<file path="src/rtl/vlf_pkg.sv">
// Package: shared sizes and encodings for the lane finder.
// Assumes a 128-bit vector and three lane widths (1, 2, 4 bytes).
package vlf_pkg;
    localparam int VEC_BYTES = 16;
    localparam int VEC_BITS  = 8 * VEC_BYTES;
    localparam int IDX_W     = $clog2(VEC_BYTES) + 1;
    localparam int NUM_SIZES = 3;

    typedef enum logic [1:0] {
        CC_ZERO_FIRST = 2'd0,
        CC_ONE        = 2'd1,
        CC_TWO        = 2'd2,
        CC_NONE       = 2'd3
    } cc_e;
endpackage

</file>
<file path="src/rtl/vlf_lane_cmp.sv">
// Module: compares A and B lane by lane for one fixed lane width.
// Marks are placed on the first byte of each lane; other bits are zero.
// Assumes VEC_BYTES is a multiple of LANE_BYTES and LANE_BYTES <= 4.
module vlf_lane_cmp #(
    parameter int LANE_BYTES = 1,
    parameter int VEC_BYTES  = 16
) (
    input  logic [8*VEC_BYTES-1:0] a_i,
    input  logic [8*VEC_BYTES-1:0] b_i,
    output logic [VEC_BYTES-1:0]   eq_o,
    output logic [VEC_BYTES-1:0]   ne_o,
    output logic [VEC_BYTES-1:0]   zero_o,
    output logic [VEC_BYTES-1:0]   lt_o
);
    localparam int LANES = VEC_BYTES / LANE_BYTES;
    localparam int LW    = 8 * LANE_BYTES;
    localparam int TOP   = 8 * VEC_BYTES - 1;

    for (genvar k = 0; k < LANES; k++) begin : g_lane
        localparam int HI = TOP - k * LW;
        localparam int BP = k * LANE_BYTES;
        logic [LW-1:0] la, lb;
        // Slice this lane out of both operands.
        assign la = a_i[HI -: LW];
        assign lb = b_i[HI -: LW];
        // Flags at the lane's first byte.
        assign eq_o[BP]   = (la == lb);
        assign ne_o[BP]   = (la != lb);
        assign zero_o[BP] = (la == '0);
        assign lt_o[BP]   = (la < lb);
        for (genvar j = 1; j < LANE_BYTES; j++) begin : g_pad
            // Non-leading bytes never qualify.
            assign eq_o[BP+j]   = 1'b0;
            assign ne_o[BP+j]   = 1'b0;
            assign zero_o[BP+j] = 1'b0;
            assign lt_o[BP+j]   = 1'b0;
        end
    end
endmodule

</file>
<file path="src/rtl/vlf_first.sv">
// Module: priority encoder returning the lowest set position, or N if none.
// Assumes IW can hold the value N.
module vlf_first #(
    parameter int N  = 16,
    parameter int IW = 5
) (
    input  logic [N-1:0]  hits_i,
    output logic [IW-1:0] idx_o
);
    // Scan from the top so the lowest hit wins.
    always_comb begin
        idx_o = IW'(N);
        for (int i = N - 1; i >= 0; i--) begin
            if (hits_i[i]) idx_o = IW'(i);
        end
    end
endmodule

</file>
<file path="src/rtl/vec_lane_find.sv">
// Module: top of the lane equal/not-equal finder.
// Builds one comparator bank per lane width, selects one with esize,
// encodes the first qualifying lane and the first zero lane,
// and registers the index and condition code one cycle after start.
// Assumes the inputs are stable at the edge where start is sampled.
module vec_lane_find
    import vlf_pkg::*;
(
    input  logic                clk,
    input  logic                rst_n,
    input  logic                start,
    input  logic                mode_ne,
    input  logic                zero_en,
    input  logic [1:0]          esize,
    input  logic [VEC_BITS-1:0] op_a,
    input  logic [VEC_BITS-1:0] op_b,
    output logic                valid,
    output logic [VEC_BITS-1:0] result,
    output logic [1:0]          cc
);
    localparam int HALF = VEC_BITS / 2;

    logic [VEC_BYTES-1:0] eq_m   [NUM_SIZES];
    logic [VEC_BYTES-1:0] ne_m   [NUM_SIZES];
    logic [VEC_BYTES-1:0] zero_m [NUM_SIZES];
    logic [VEC_BYTES-1:0] lt_m   [NUM_SIZES];

    for (genvar g = 0; g < NUM_SIZES; g++) begin : g_size
        vlf_lane_cmp #(.LANE_BYTES(1 << g), .VEC_BYTES(VEC_BYTES)) u_cmp (
            .a_i    (op_a),
            .b_i    (op_b),
            .eq_o   (eq_m[g]),
            .ne_o   (ne_m[g]),
            .zero_o (zero_m[g]),
            .lt_o   (lt_m[g])
        );
    end

    logic [1:0]           sz_sel;
    logic [VEC_BYTES-1:0] hit_v, zhit_v, lt_v;
    logic [IDX_W-1:0]     idx_hit, idx_zero, idx_pick;
    logic                 lt_at_hit;
    logic [1:0]           cc_next;

    // Map the size code to a bank; code 3 shares the 32-bit bank.
    always_comb begin
        case (esize)
            2'd0:    sz_sel = 2'd0;
            2'd1:    sz_sel = 2'd1;
            default: sz_sel = 2'd2;
        endcase
    end

    // Pick the qualifying marks for the mode and gate the zero marks.
    always_comb begin
        hit_v  = mode_ne ? ne_m[sz_sel] : eq_m[sz_sel];
        zhit_v = zero_en ? zero_m[sz_sel] : '0;
        lt_v   = lt_m[sz_sel];
    end

    vlf_first #(.N(VEC_BYTES), .IW(IDX_W)) u_first_hit (
        .hits_i (hit_v),
        .idx_o  (idx_hit)
    );

    vlf_first #(.N(VEC_BYTES), .IW(IDX_W)) u_first_zero (
        .hits_i (zhit_v),
        .idx_o  (idx_zero)
    );

    // Less-than flag at the first mismatching lane and the merged index.
    always_comb begin
        lt_at_hit = (idx_hit < IDX_W'(VEC_BYTES)) ? lt_v[idx_hit[IDX_W-2:0]] : 1'b0;
        idx_pick  = (idx_zero < idx_hit) ? idx_zero : idx_hit;
    end

    // Condition code from the relative position of hit and zero.
    always_comb begin
        if (idx_hit == IDX_W'(VEC_BYTES) && idx_zero == IDX_W'(VEC_BYTES))
            cc_next = CC_NONE;
        else if (mode_ne)
            cc_next = (idx_zero < idx_hit) ? CC_ZERO_FIRST : (lt_at_hit ? CC_ONE : CC_TWO);
        else if (idx_zero == IDX_W'(VEC_BYTES))
            cc_next = CC_ONE;
        else if (idx_hit < idx_zero)
            cc_next = CC_TWO;
        else
            cc_next = CC_ZERO_FIRST;
    end

    // Output register stage with a single-cycle valid pulse.
    always_ff @(posedge clk) begin
        if (!rst_n) begin
            valid  <= 1'b0;
            result <= '0;
            cc     <= 2'd0;
        end else begin
            valid <= start;
            if (start) begin
                result <= {HALF'(idx_pick), HALF'(0)};
                cc     <= cc_next;
            end
        end
    end

    // valid only ever follows a sampled start.
    assert_valid_after_start_R2: assert property (@(posedge clk) disable iff (!rst_n)
        valid |-> $past(start));

    // The lower doubleword carries no data.
    assert_low_dword_zero_R8: assert property (@(posedge clk) disable iff (!rst_n)
        valid |-> result[HALF-1:0] == '0);

    // The index never exceeds the no-hit value.
    assert_index_range_R6: assert property (@(posedge clk) disable iff (!rst_n)
        valid |-> result[VEC_BITS-1:HALF] <= HALF'(VEC_BYTES));

    // Code 3 appears exactly when nothing was found (R10 in not-equal mode).
    assert_cc_none_matches_index_R9: assert property (@(posedge clk) disable iff (!rst_n)
        valid |-> ((cc == 2'd3) == (result[VEC_BITS-1:HALF] == HALF'(VEC_BYTES))));

    // Wider lanes give aligned offsets.
    assert_index_aligned_R5: assert property (@(posedge clk) disable iff (!rst_n)
        (valid && $past(esize) != 2'd0) |-> !result[HALF]);
endmodule

</file>
<file path="config.mk">
export PLATFORM = sky130hd
export DESIGN_NAME = vec_lane_find
export DESIGN_NICKNAME = d
export VERILOG_FILES = /design/src/rtl/vlf_pkg.sv /design/src/rtl/vlf_lane_cmp.sv /design/src/rtl/vlf_first.sv /design/src/rtl/vec_lane_find.sv
export SDC_FILE = /design/constraint.sdc
export NUM_CORES = 1
export LEC_CHECK = 0
export BUFFER_PORTS_ARGS = -buffer_cell sky130_fd_sc_hd__buf_4
export CORE_AREA = 2 2 152 154
export DETAILED_ROUTE_END_ITERATION = 8
export DIE_AREA = 0 0 154 156
export PLACE_DENSITY = 0.67
export SETUP_SLACK_MARGIN = 0.02
export SLEW_MARGIN = 15
export SYNTH_ARGS = -nofsm -noshare
export SYNTH_HDL_FRONTEND = slang
export SYNTH_SLANG_ARGS = --single-unit
</file>
<file path="constraint.sdc">
create_clock -name clk -period 5.96 [get_ports clk]
set_input_delay 0.298 -clock clk [delete_from_list [all_inputs] [get_ports clk]]
set_output_delay 0.298 -clock clk [all_outputs]
set_load 0.01 [all_outputs]
</file>
Word-level counts from Yosys, hierarchy flattened
Cells that the tools add are included.
Storage, ports and cells
  flip-flop bits (word level): 8
  output and inout port bits: 131
  logic and storage cells: 183
Cells by class
  order comparisons: 33
  equality and inequality tests: 59
  muxes and demuxes: 57
  bitwise operators: 1
  reductions and logical operators: 30
Operators with widths (number)
  5-bit 2-to-1 mux: 33
  16-bit 2-to-1 mux: 10
  16-bit binary-select mux with 2-bit select: 4
  16-bit == test: 8
  32-bit == test: 4
  8-bit == test: 16
  16-bit logical NOT: 8
  32-bit logical NOT: 4
  8-bit logical NOT: 16
  16-bit less-than comparator: 8
  32-bit less-than comparator: 4
  8-bit less-than comparator: 16
  16-bit inequality test: 8
  32-bit inequality test: 4
  8-bit inequality test: 16
  2-bit 2-to-1 mux: 6
  5-bit == test, second input constant: 2
  5-bit less-than comparator: 2
  4-bit by 5-bit less-than comparator with 1-bit output, second input constant: 1
  5-bit less-than comparator, second input constant: 1
  1-bit binary-select mux with 4-bit select: 1
  2-bit case mux with 2 select lines: 1
  3-bit greater-or-equal comparator, second input constant: 1
  2-bit NOT with 3-bit output: 1
  4 further kinds: 5

Depth between registers and ports, before layout
Gate-level depths: netlist of the first run.
  depth after elaboration: 30
  depth in mapped cells: 22

By module
From an unflattened synthesis of the first run, not the netlist that was laid out.
Second synthesis, totals
  cells, all modules: 2014
  area, all modules: 14846.7 µm²
Modules (own cells, without submodules)
  vlf_lane_cmp at g_size[2].u_cmp: times used 1, cells an instance 557, area each 3881.2 µm², sequential area each 0.0 µm²
  vlf_lane_cmp at g_size[1].u_cmp: times used 1, cells an instance 533, area each 3839.9 µm², sequential area each 0.0 µm²
  vlf_lane_cmp at g_size[0].u_cmp: times used 1, cells an instance 496, area each 3726.1 µm², sequential area each 0.0 µm²
  vec_lane_find: times used 1, cells an instance 364, area each 3021.6 µm², sequential area each 160.2 µm²
  vlf_first: times used 2, cells an instance 32, area each 188.9 µm², sequential area each 0.0 µm²

Worst setup path after synthesis of the first run
OpenSTA, ideal clock, no wires.
  path kind: input to register
  start point: input port op_b[103]
  end point: register result[65]
  setup time: 86 ps
  arrival time: 3700 ps
  data required time: 5874 ps
  slack: 2174 ps
  stages: 17
  path through: inv_1 > ha_1 > nand4_1 > nor2_1 > nand2_1 > a21oi_1 > mux2_2 > o2111a_2 > nor2_2 > clkinv_4 > ha_1 > a21oi_1 > o21ai_0 > o21a_1 > clkbuf_1 > mux2_2 > a211oi_1
On the way
  cells in the longest elaborated chain, start to end: 11
Ends and longest elaborated chain
  from (decl): RTL line vec_lane_find.sv:16  | input logic [VEC_BITS-1:0] op_b,
  8-bit == test or 8-bit inequality test (tied branches): RTL line vlf_lane_cmp.sv:27, vlf_lane_cmp.sv:28
  16-bit binary-select mux with 2-bit select: RTL line vec_lane_find.sv:56  | hit_v = mode_ne ? ne_m[sz_sel] : eq_m[sz_sel];
  16-bit 2-to-1 mux (not written as such) (2 in a row): RTL line vec_lane_find.sv:56
  16-bit 2-to-1 mux (*): RTL line vec_lane_find.sv:56
  5-bit 2-to-1 mux (3 in a row): RTL line vlf_first.sv:14  | if (hits_i[i]) idx_o = IW'(i);
  5-bit 2-to-1 mux (*): RTL line vlf_first.sv:14
  5-bit less-than comparator: RTL line vec_lane_find.sv:74  | idx_pick = (idx_zero < idx_hit) ? idx_zero : idx_hit;
  5-bit 2-to-1 mux (*): RTL line vec_lane_find.sv:74
  to (signal assigned): RTL line vec_lane_find.sv:100  | result <= {HALF'(idx_pick), HALF'(0)};
  to (decl): RTL line vec_lane_find.sv:18  | output logic [VEC_BITS-1:0] result,
Every way passes the cells marked *; elsewhere a longest branch is shown, timed or not. The select of a mux whose other input is x is not followed.
A chain may end at the register's enable or synchronous reset.

Worst setup path in the final report of the first run
  start point: input port op_a[78]
  end point: register result[66]
On the way
  cells in the longest elaborated chain, start to end: 14
Ends and longest elaborated chain
  from (decl): RTL line vec_lane_find.sv:15  | input logic [VEC_BITS-1:0] op_a,
  16-bit == test, or another cell as far along: RTL line vlf_lane_cmp.sv:27  | assign eq_o[BP] = (la == lb);
  16-bit binary-select mux with 2-bit select, on equally long branches: RTL line vec_lane_find.sv:56, vec_lane_find.sv:57
  16-bit 2-to-1 mux, on equally long branches (3 in a row): RTL line vec_lane_find.sv:56, vec_lane_find.sv:57
  5-bit 2-to-1 mux (7 in a row): RTL line vlf_first.sv:14
  5-bit less-than comparator: RTL line vec_lane_find.sv:74
  5-bit 2-to-1 mux (*): RTL line vec_lane_find.sv:74
Marks and branches as above.

==> results.yml, run 1 <==
outcome:
  outcome: "finished clean"
synthesis:
  synth_mux_area_share_pct: 1.68
  synthArstFlopShare_pct: 0
  synth_fa_ha_area_share_pct: 26.4
  synth_cell_types: 83
  synth.area.top_cells: "ha_1, buf_4, inv_1"
  syn_area_um2: 6940
  synth_compound_area_share_pct: 25.5
  synth_top_area_share_pct: 26.1
  synth.avg_cell_area_um2: 6.98
  synth_top_family_by_area: "adder cells"
  post-synth-top-count-cell: "inv_1"
  synth_seq_cells: 8
  synth_top_flop_cell: "dfxtp_1"
  synth_xor_area_share_pct: 0.505
  yosysSeqAreaShare_pct: 2.31
  yosysWarnings: 0
  synth_common_cells: "inv_1, ha_1, buf_4"
  synth_area_leader_cell: "ha_1"
  yosys.area_share.simple_pct: 20.7
  synth_edf_count: 0
  synthCells: 995
worst_hold_path:
  hold_class: "in2reg"
  min_path_cells: 2
  holdPathEnd: "valid$_SDFF_PN0_"
  hp-start: "rst_n"
die:
  ios: 394
  die-height_um: 156
  dieArea_um2: 24000
  die_x_um: 154
  core_um2: 22400
  initial_core_util_pct: 31.0
  placementRows: 55
setup_path:
  cp.arrival_ps: 4360
  endpoint_kind: "register"
  reg2reg_to: "result[67]$_SDFFE_PN0P_"
  cp.required_ps: 6100
  rrSetupSlack_ps: 5240
  worstSetupPathType: "in2reg"
  r2r_start: "result[67]$_SDFFE_PN0P_"
  path_max_fanout: 10
  ff2ff_path_depth: 2
  startpoint_type: "input pin"
grt:
  grt_antenna_before_repair: 0
  grt_usage_pct: 17.7
  grt_pass1_vias: 7380
  grt_first_pass_wirelength_um: 35400
  overflow: 0
  grt_max_degree: 36
detailed_routing:
  drc: 0
  dr.pass1.iters: 5
  num_vias: 7627
  ant_nets: 0
  drtIter0Drc: 293
  wire_per_inst_um: 14.7
  drt-total-wl_um: 22600
  vias_per_cell: 4.96
place:
  io_buffers: 270
  placed_area_um2: 8810
  place_congestion: 0.857
  hpwl_um: 20500
  dp.cells: 1535
cts:
  cts_resized: 0
  clkTransAtPathRegs_ps: 40
  cts_root_buffer: "clkbuf_16"
  hold_buffers: 0
  clock_sinks: 8
  htreeDepth: 1
  clk-insertion-delay-late_ps: 230
  clockBufferDepth: 2
  cts_tree: "built"
  post_cts_buffers: 0
  cts_buffers: 3
timing:
  relSlewSlack_pct: 43.2
  setup_tns_ps: 0
  maxSlewViolCount: 0
  worst-slew-pin-transition_ps: 844
  fin_crit_sh_pct: 70.8
  layout_min_cycle_time_ps: 4220
  clock_skew_ps: 0
  rsz0062_at_grt: "false"
  hold_viol: 0
  max_freq_ghz: 0.237
  setup_viol: 0
layout:
  drive_gt1_share_pct: 24.2
  syn_to_final_growth_pct: 27.9
  diodes: 0
  nets: 1663
  final_cell_area_um2: 8880
  layout.cells.non_filler: 1538
pwr:
  ir_drop_uv: 59.4
  leakagePower_nw: 4.87
  total_power_uw: 712
  powerDensity_nw_per_um2: 80.2
job:
  drv_cap: 0
[report_power, final]
| part | leakage, nW | switching, mW | internal, mW |
|---|---|---|---|
| combinational | 4.77 | 0.285 | 0.257 |
| clock | 0.0370 | 0.0255 | 0.0865 |
| sequential | 0.0662 | 0.00168 | 0.0574 |
[sequential cells by signal (all words and copies together) (netlist names)]
| name | count |
|---|---|
| cc | 2 |
| valid | 1 |
| result | 5 |
[logic make-up (layout without fill, tap and decap cells)]
| family | after synthesis | after routing |
|---|---|---|
| flops | 8 | 8 |
| buf+inv | 297 | 433 |
| xor+xnor | 4 | 4 |
| compound gates | 265 | 265 |
| simple gates | 262 | 262 |
| other cells | 1 | 123 |
| mux | 11 | 11 |
| fa+ha+maj | 147 | 147 |
[through the flow]
stage | hold slack (ps) | setup slack (ps) | util, %
floorplan | 425 | 2170 | -
CTS | 316 | 1770 | 39.7
global placement | 483 | 1640 | 39.4
global route | 319 | 1370 | 39.7
detailed placement | 486 | 1540 | 39.4
finish | 317 | 1740 | 39.7
[worst max-delay path by stage]
stage,depth (start not counted),start,to,slack [ps]
detailed placement,15,op_a[71],result[66]$_SDFFE_PN0P_,1540
CTS,15,op_a[71],result[66]$_SDFFE_PN0P_,1770
finish,15,op_a[78],result[66]$_SDFFE_PN0P_,1740
floorplan,17,op_b[103],result[65]$_SDFFE_PN0P_,2170
global placement,15,op_a[71],result[65]$_SDFFE_PN0P_,1640
global route,15,op_a[77],result[66]$_SDFFE_PN0P_,1370
[critical path: stages]
cell and delay (ps):
buf_4 110, ha_1 280, nand4_1 260, nor4_1 730
a2bb2oi_1 270, a41oi_2 180, o2111a_2 200, nor2_2 340
clkinv_4 110, ha_1 310, a21oi_1 70, o21ai_0 230
o21a_1 350, mux2_2 370, a211oi_1 240
[area by class of cell]
type	count	area [um^2]
Sequential cell	8	160
Clock buffer	3	75.1
Timing Repair Buffer	270	2030
Tap cell	285	357
Multi-Input combinational cell	812	5660
Inverter	160	606
Fill cell	2385	13500
[per-layer routing]
layer	GRT usage, %	wire length [um]
met3	1.83	1340
met1	20.9	9270
met4	3.20	355
met2	34.7	11700
met5	0	0
[placed cells by master (no fill, tap or decap), drive strengths merged, types with 16 or more instances in the layout]
cell	instances
a21o	27
a21oi	73
buf	270
conb	123
ha	145
inv	159
nand2	56
nand4	32
nor2	50
nor4	30
o211ai	16
o21ai	52
(Power assumes the default switching activity.)
==> run 2, diff against run 1 <==
==> constraint.sdc (replaced) <==
create_clock -name clk -period 4.1 [get_ports clk]
set_input_delay 0.205 -clock clk [delete_from_list [all_inputs] [get_ports clk]]
set_output_delay 0.205 -clock clk [all_outputs]
set_load 0.01 [all_outputs]
==> results.yml, run 2 (synthesis results as in run 1) <==
outcome:
  outcome: "finished clean"
pwr:
  clock_power_share_pct: 15.7
  p_switching_uw: 460
  p_comb_share_pct: 76.1
  ir_drop_uv: 83.5
  sw_frac_of_total_pct: 43.7
  powerDensity_nw_per_um2: 116
  pwr-share-seq_pct: 8.2
  leakagePower_nw: 4.99
  p_int_uw: 594
layout:
  largest-register: "result"
  nets: 1685
  top_regs: "result (5), cc (2), valid (1)"
  mostFrequentLayoutCell: "buf_4"
  largest_reg_flops: 5
  syn_to_final_growth_pct: 30.8
  drive_gt1_share_pct: 25.7
  layout_common_cells: "buf_4, inv_1, ha_1, conb_1, a21oi_1"
  layout.cells.non_filler: 1561
detailed_routing:
  drc: 0
  drt-total-wl_um: 23100
  dr.pass1.iters: 5
  drtIter0Drc: 274
  wire_per_inst_um: 14.8
  ant_nets: 0
  vias_per_cell: 4.93
  num_vias: 7698
timing:
  worst-slew-pin-transition_ps: 620
  relSlewSlack_pct: 58.3
  maxSlewViolCount: 0
  layout_min_cycle_time_ps: 3780
  setup_viol: 0
  clock_skew_ps: 0
  setup_tns_ps: 0
  max_freq_ghz: 0.265
  fin_crit_sh_pct: 92.2
  rsz0062_at_grt: "true"
  hold_viol: 0
  fin_ws_ps: 321
place:
  io_buffers: 270
  place_ws_ps: 71.2
  dp.cells: 1557
  hpwl_um: 20800
  place_congestion: 0.926
cts:
  post_cts_buffers: 0
  cts_root_buffer: "clkbuf_16"
  cts_tree: "built"
  clk-insertion-delay-late_ps: 230
  clkTransAtPathRegs_ps: 40
  cts_buffers: 3
  hold_buffers: 0
  clock_sinks: 8
  clockBufferDepth: 2
  htreeDepth: 1
  cts_resized: 0
setup_path:
  cp.arrival_ps: 3920
  worstSetupPathType: "in2reg"
  worst-path-stages: 17
  r2r_start: "result[67]$_SDFFE_PN0P_"
  cp_cell_sequence: "buf_4 > ha_1 > nand4_1 > nor4_2 > a32oi_1 > xnor2_1 > o21ai_1 > nor2_1 > and2_1 > ha_1 > a21o_1 > a21oi_1 > o21ai_0 > o21a_1 > buf_4 > nand2b_1 > a311oi_1"
  max_stage_delay_ps: 400
  critPathTopFamily: "simple AND/OR/NAND/NOR gates"
  cp.required_ps: 4240
  path_max_fanout: 6
  rrSetupSlack_ps: 3420
  startpoint_type: "input pin"
  endpoint_kind: "register"
  timing.critical_path.buf_inv: 2
  ff2ff_path_depth: 2
  reg2reg_to: "result[67]$_SDFFE_PN0P_"
  crit_slowest_cell: "nor4_2"
grt:
  grt.busiest_layer: "met2"
  grt_max_degree: 28
  grt_pass1_vias: 7571
  grt_first_pass_wirelength_um: 36000
  grt.met3_usage_pct: 2.03
  use_met1_pct: 20.6
  grt_antenna_before_repair: 1
  overflow: 0
  use_met2_pct: 36.4
  grt_usage_pct: 18.1
die:
  ios: 394
  dieArea_um2: 24000
  initial_core_util_pct: 31.0
  placementRows: 55
  die_x_um: 154
  core_um2: 22400
  die-height_um: 156
job:
  drv_cap: 0
worst_hold_path:
  hp-start: "rst_n"
  hold_class: "in2reg"
  min_path_cells: 2
  holdPathEnd: "valid$_SDFF_PN0_"
## run 2: cell count changes in the layout (fill, tap and decap cells not counted), sizes merged
| cell | previous run | this run |
|---|---|---|
| buf | 270 | 292 |
| diode | 0 | 1 |
## run 2: metal layers
layer | vias to the layer above | share of wire (%)
met5 | - | 0
li1 | 3903 | -
met1 | 3490 | 40
met4 | 0 | 1.3
met2 | 279 | 53
met3 | 26 | 6.3
## run 2: worst max-delay path by stage
stage / startpoint / endpoint / slack (ps)
CTS: op_a[79] / result[67]$_SDFFE_PN0P_ / 300
finish: op_a[111] / result[67]$_SDFFE_PN0P_ / 320
global placement: op_a[111] / result[67]$_SDFFE_PN0P_ / 180
floorplan: op_b[103] / result[65]$_SDFFE_PN0P_ / 410
global route: op_a[110] / cc[1]$_SDFFE_PN0P_ / 10
detailed placement: op_a[79] / result[67]$_SDFFE_PN0P_ / 70
## run 2: cell type report
class,instances,area (um^2)
well taps,285,357
repair buffers,292,2200
multi-input cells,812,5680
diodes,1,2.50
inverters,160,606
fillers,2322,13300
clock buffers,3,75.1
flip-flops and latches,8,160
## run 2: per-stage QoR
| step | hold slack, ps | power, mW | util [%] | cell area (um^2) |
|---|---|---|---|---|
| after floorplan | 332 | 0.614 | - | 7400 |
| after global placement | 456 | 0.869 | 40.2 | 8990 |
| after detailed placement | 459 | 0.888 | 40.2 | 8990 |
| after CTS | 220 | 1.06 | 40.5 | 9060 |
| after global routing | 227 | 1.17 | 40.6 | 9080 |
| final | 221 | 1.05 | 40.6 | 9080 |
## run 2: worst reg2reg max path, cell delays in order, from the launching register on
cell	delay (ps)
dfxtp_1	330
nor2_1	50
a311oi_1	220
## run 2: power groups by stage
stage	Sequential, mW	Combinational [mW]	Clock (mW)
after CTS	0.0862	0.803	0.168
after global routing	0.0868	0.905	0.174
final	0.0860	0.802	0.166
after floorplan	0.0894	0.525	0
after global placement	0.0874	0.782	0
after detailed placement	0.0875	0.800	0
==> run 3, diff against run 2 <==
--- a/config.mk
+++ b/config.mk
@@ -5,11 +5,11 @@
 export SDC_FILE = /design/constraint.sdc
 export NUM_CORES = 1
 export LEC_CHECK = 0
-export BUFFER_PORTS_ARGS = -buffer_cell sky130_fd_sc_hd__buf_4
 export CORE_AREA = 2 2 152 154
 export DETAILED_ROUTE_END_ITERATION = 8
 export DIE_AREA = 0 0 154 156
-export PLACE_DENSITY = 0.67
+export DONT_BUFFER_PORTS = 1
+export PLACE_DENSITY = 0.52
 export SETUP_SLACK_MARGIN = 0.02
 export SLEW_MARGIN = 15
 export SYNTH_ARGS = -nofsm -noshare
==> results.yml, run 3 (synthesis results as in run 1) <==
setup_path:
  cp.arrival_ps: 3840
  critPathMostFrequentCell: "inv_1"
  ff2ff_path_depth: 2
  cp_cell_sequence: "inv_1 > ha_1 > nand4_1 > buf_4 > nor4_1 > a32oi_1 > xnor2_1 > a21boi_1 > and3_1 > inv_1 > ha_1 > inv_1 > a21oi_1 > o21ai_0 > o21a_2 > mux2_2 > a211oi_1"
  path_max_fanout: 10
  endpoint_kind: "register"
  max_stage_delay_ps: 360
  worstSetupPathType: "in2reg"
  crit_slowest_cell: "nor4_1"
  cp.required_ps: 4240
  startpoint_type: "input pin"
detailed_routing:
  drtIter0Drc: 262
  num_vias: 6540
  vias_per_cell: 5.09
  wire_per_inst_um: 16.2
  drc: 0
  ant_nets: 0
  dr.pass1.iters: 4
  drt-total-wl_um: 20800
timing:
  setup_tns_ps: 0
  layout_min_cycle_time_ps: 3690
  clock_skew_ps: 0
  relSlewSlack_pct: 55.1
  setup_viol: 0
  maxSlewViolCount: 0
  max_freq_ghz: 0.271
  worst-slew-pin-transition_ps: 667
  fin_crit_sh_pct: 90.1
  rsz0062_at_grt: "false"
  hold_viol: 0
layout:
  layout_common_cells: "inv_1, ha_1, conb_1, a21oi_1, nand2_1"
  top_regs: "result (5), cc (2), valid (1)"
  largest-register: "result"
  diodes: 0
  seq_area_um2: 160
  drive_gt1_share_pct: 5.29
  multi_input_area_um2: 5670
  fillers: 2485
  nets: 1411
  largest_reg_flops: 5
  layout.cells.non_filler: 1286
  utilization_pct: 31.3
  mostFrequentLayoutCell: "inv_1"
  syn_to_final_growth_pct: 0.811
job:
  drv_cap: 0
die:
  die-height_um: 156
  ios: 394
  die_x_um: 154
  dieArea_um2: 24000
  placementRows: 55
  core_um2: 22400
  initial_core_util_pct: 31.0
pwr:
  pwr-share-seq_pct: 11.3
  p_switching_uw: 367
  leakagePower_nw: 3.66
  sw_frac_of_total_pct: 46.1
  ir_drop_uv: 101
  clock_power_share_pct: 20.3
  powerDensity_nw_per_um2: 114
  p_int_uw: 429
  p_comb_share_pct: 68.4
cts:
  clock_sinks: 8
  cts_root_buffer: "clkbuf_16"
  cts_buffers: 3
  clk-insertion-delay-late_ps: 230
  cts_resized: 0
  clkTransAtPathRegs_ps: 40
  htreeDepth: 1
  post_cts_buffers: 0
  clockBufferDepth: 2
  cts_tree: "built"
  hold_buffers: 0
outcome:
  outcome: "finished clean"
grt:
  grt_pass1_vias: 6155
  overflow: 0
  grt_max_degree: 36
  grt_antenna_before_repair: 0
  grt_usage_pct: 16.1
  grt_first_pass_wirelength_um: 31400
place:
  io_buffers: 0
  hpwl_um: 18800
  place_congestion: 0.840
  dp.cells: 1283
worst_hold_path:
  hold_class: "in2reg"
  min_path_cells: 1
[run 3: worst max-delay path: cells and delay by family]
| family | cells | cell delay [ps] |
|---|---|---|
| AOI/OAI and AO/OA | 6 | 1230 |
| xor gates and xnor gates | 1 | 280 |
| adders and majority gates | 2 | 490 |
| buffers and inverters | 4 | 430 |
| muxes | 1 | 350 |
| and+or+nand+nor | 3 | 850 |
[run 3: metal layers]
layer / part of all wire [%] / global-route usage (%) / routed length (um) / vias to the layer above
li1: - / - / - / 3360
met1: 41 / 18.4 / 8510 / 2927
met2: 51 / 31.5 / 10600 / 240
met3: 7.4 / 2.97 / 1540 / 13
met4: 0.91 / 1.91 / 189 / 0
met5: 0 / 0 / 0 / -
[run 3: path summary, 6_finish.rpt]
check	slack (ps)	endpoint	start
worst max register to register	3330	result[67]$_SDFFE_PN0P_	result[67]$_SDFFE_PN0P_
worst min-delay path	70	result[65]$_SDFFE_PN0P_	start
worst max-delay path	410	result[66]$_SDFFE_PN0P_	op_b[111]
worst min register to register	530	result[68]$_SDFFE_PN0P_	result[68]$_SDFFE_PN0P_
[run 3: per-stage QoR]
step / hold slack [ps] / worst slack [ps] / instance area [um^2] / power (mW)
3_3_place_gp: 306 / 165 / 6920 / 0.631
6_report: 70.2 / 408 / 7000 / 0.795
3_5_place_dp: 308 / 113 / 6920 / 0.635
2_1_floorplan: 332 / 407 / 7400 / 0.614
5_1_grt: 67.4 / 66.7 / 7000 / 0.890
4_1_cts: 68.5 / 330 / 6990 / 0.803
[run 3: final cells by class]
class	count	share of cell area, %
clock buffers	3	1.07
inverters	160	8.65
multi-input cells	812	81.0
flip-flops and latches	8	2.29
well taps	285	5.09
repair buffers	18	1.93
[run 3: power groups by stage]
stage	Clock [mW]	Combinational [mW]	Sequential [mW]
after floorplan	0	0.525	0.0894
after global placement	0	0.539	0.0920
after detailed placement	0	0.544	0.0920
after CTS	0.167	0.546	0.0907
after global routing	0.170	0.629	0.0907
final	0.162	0.544	0.0899
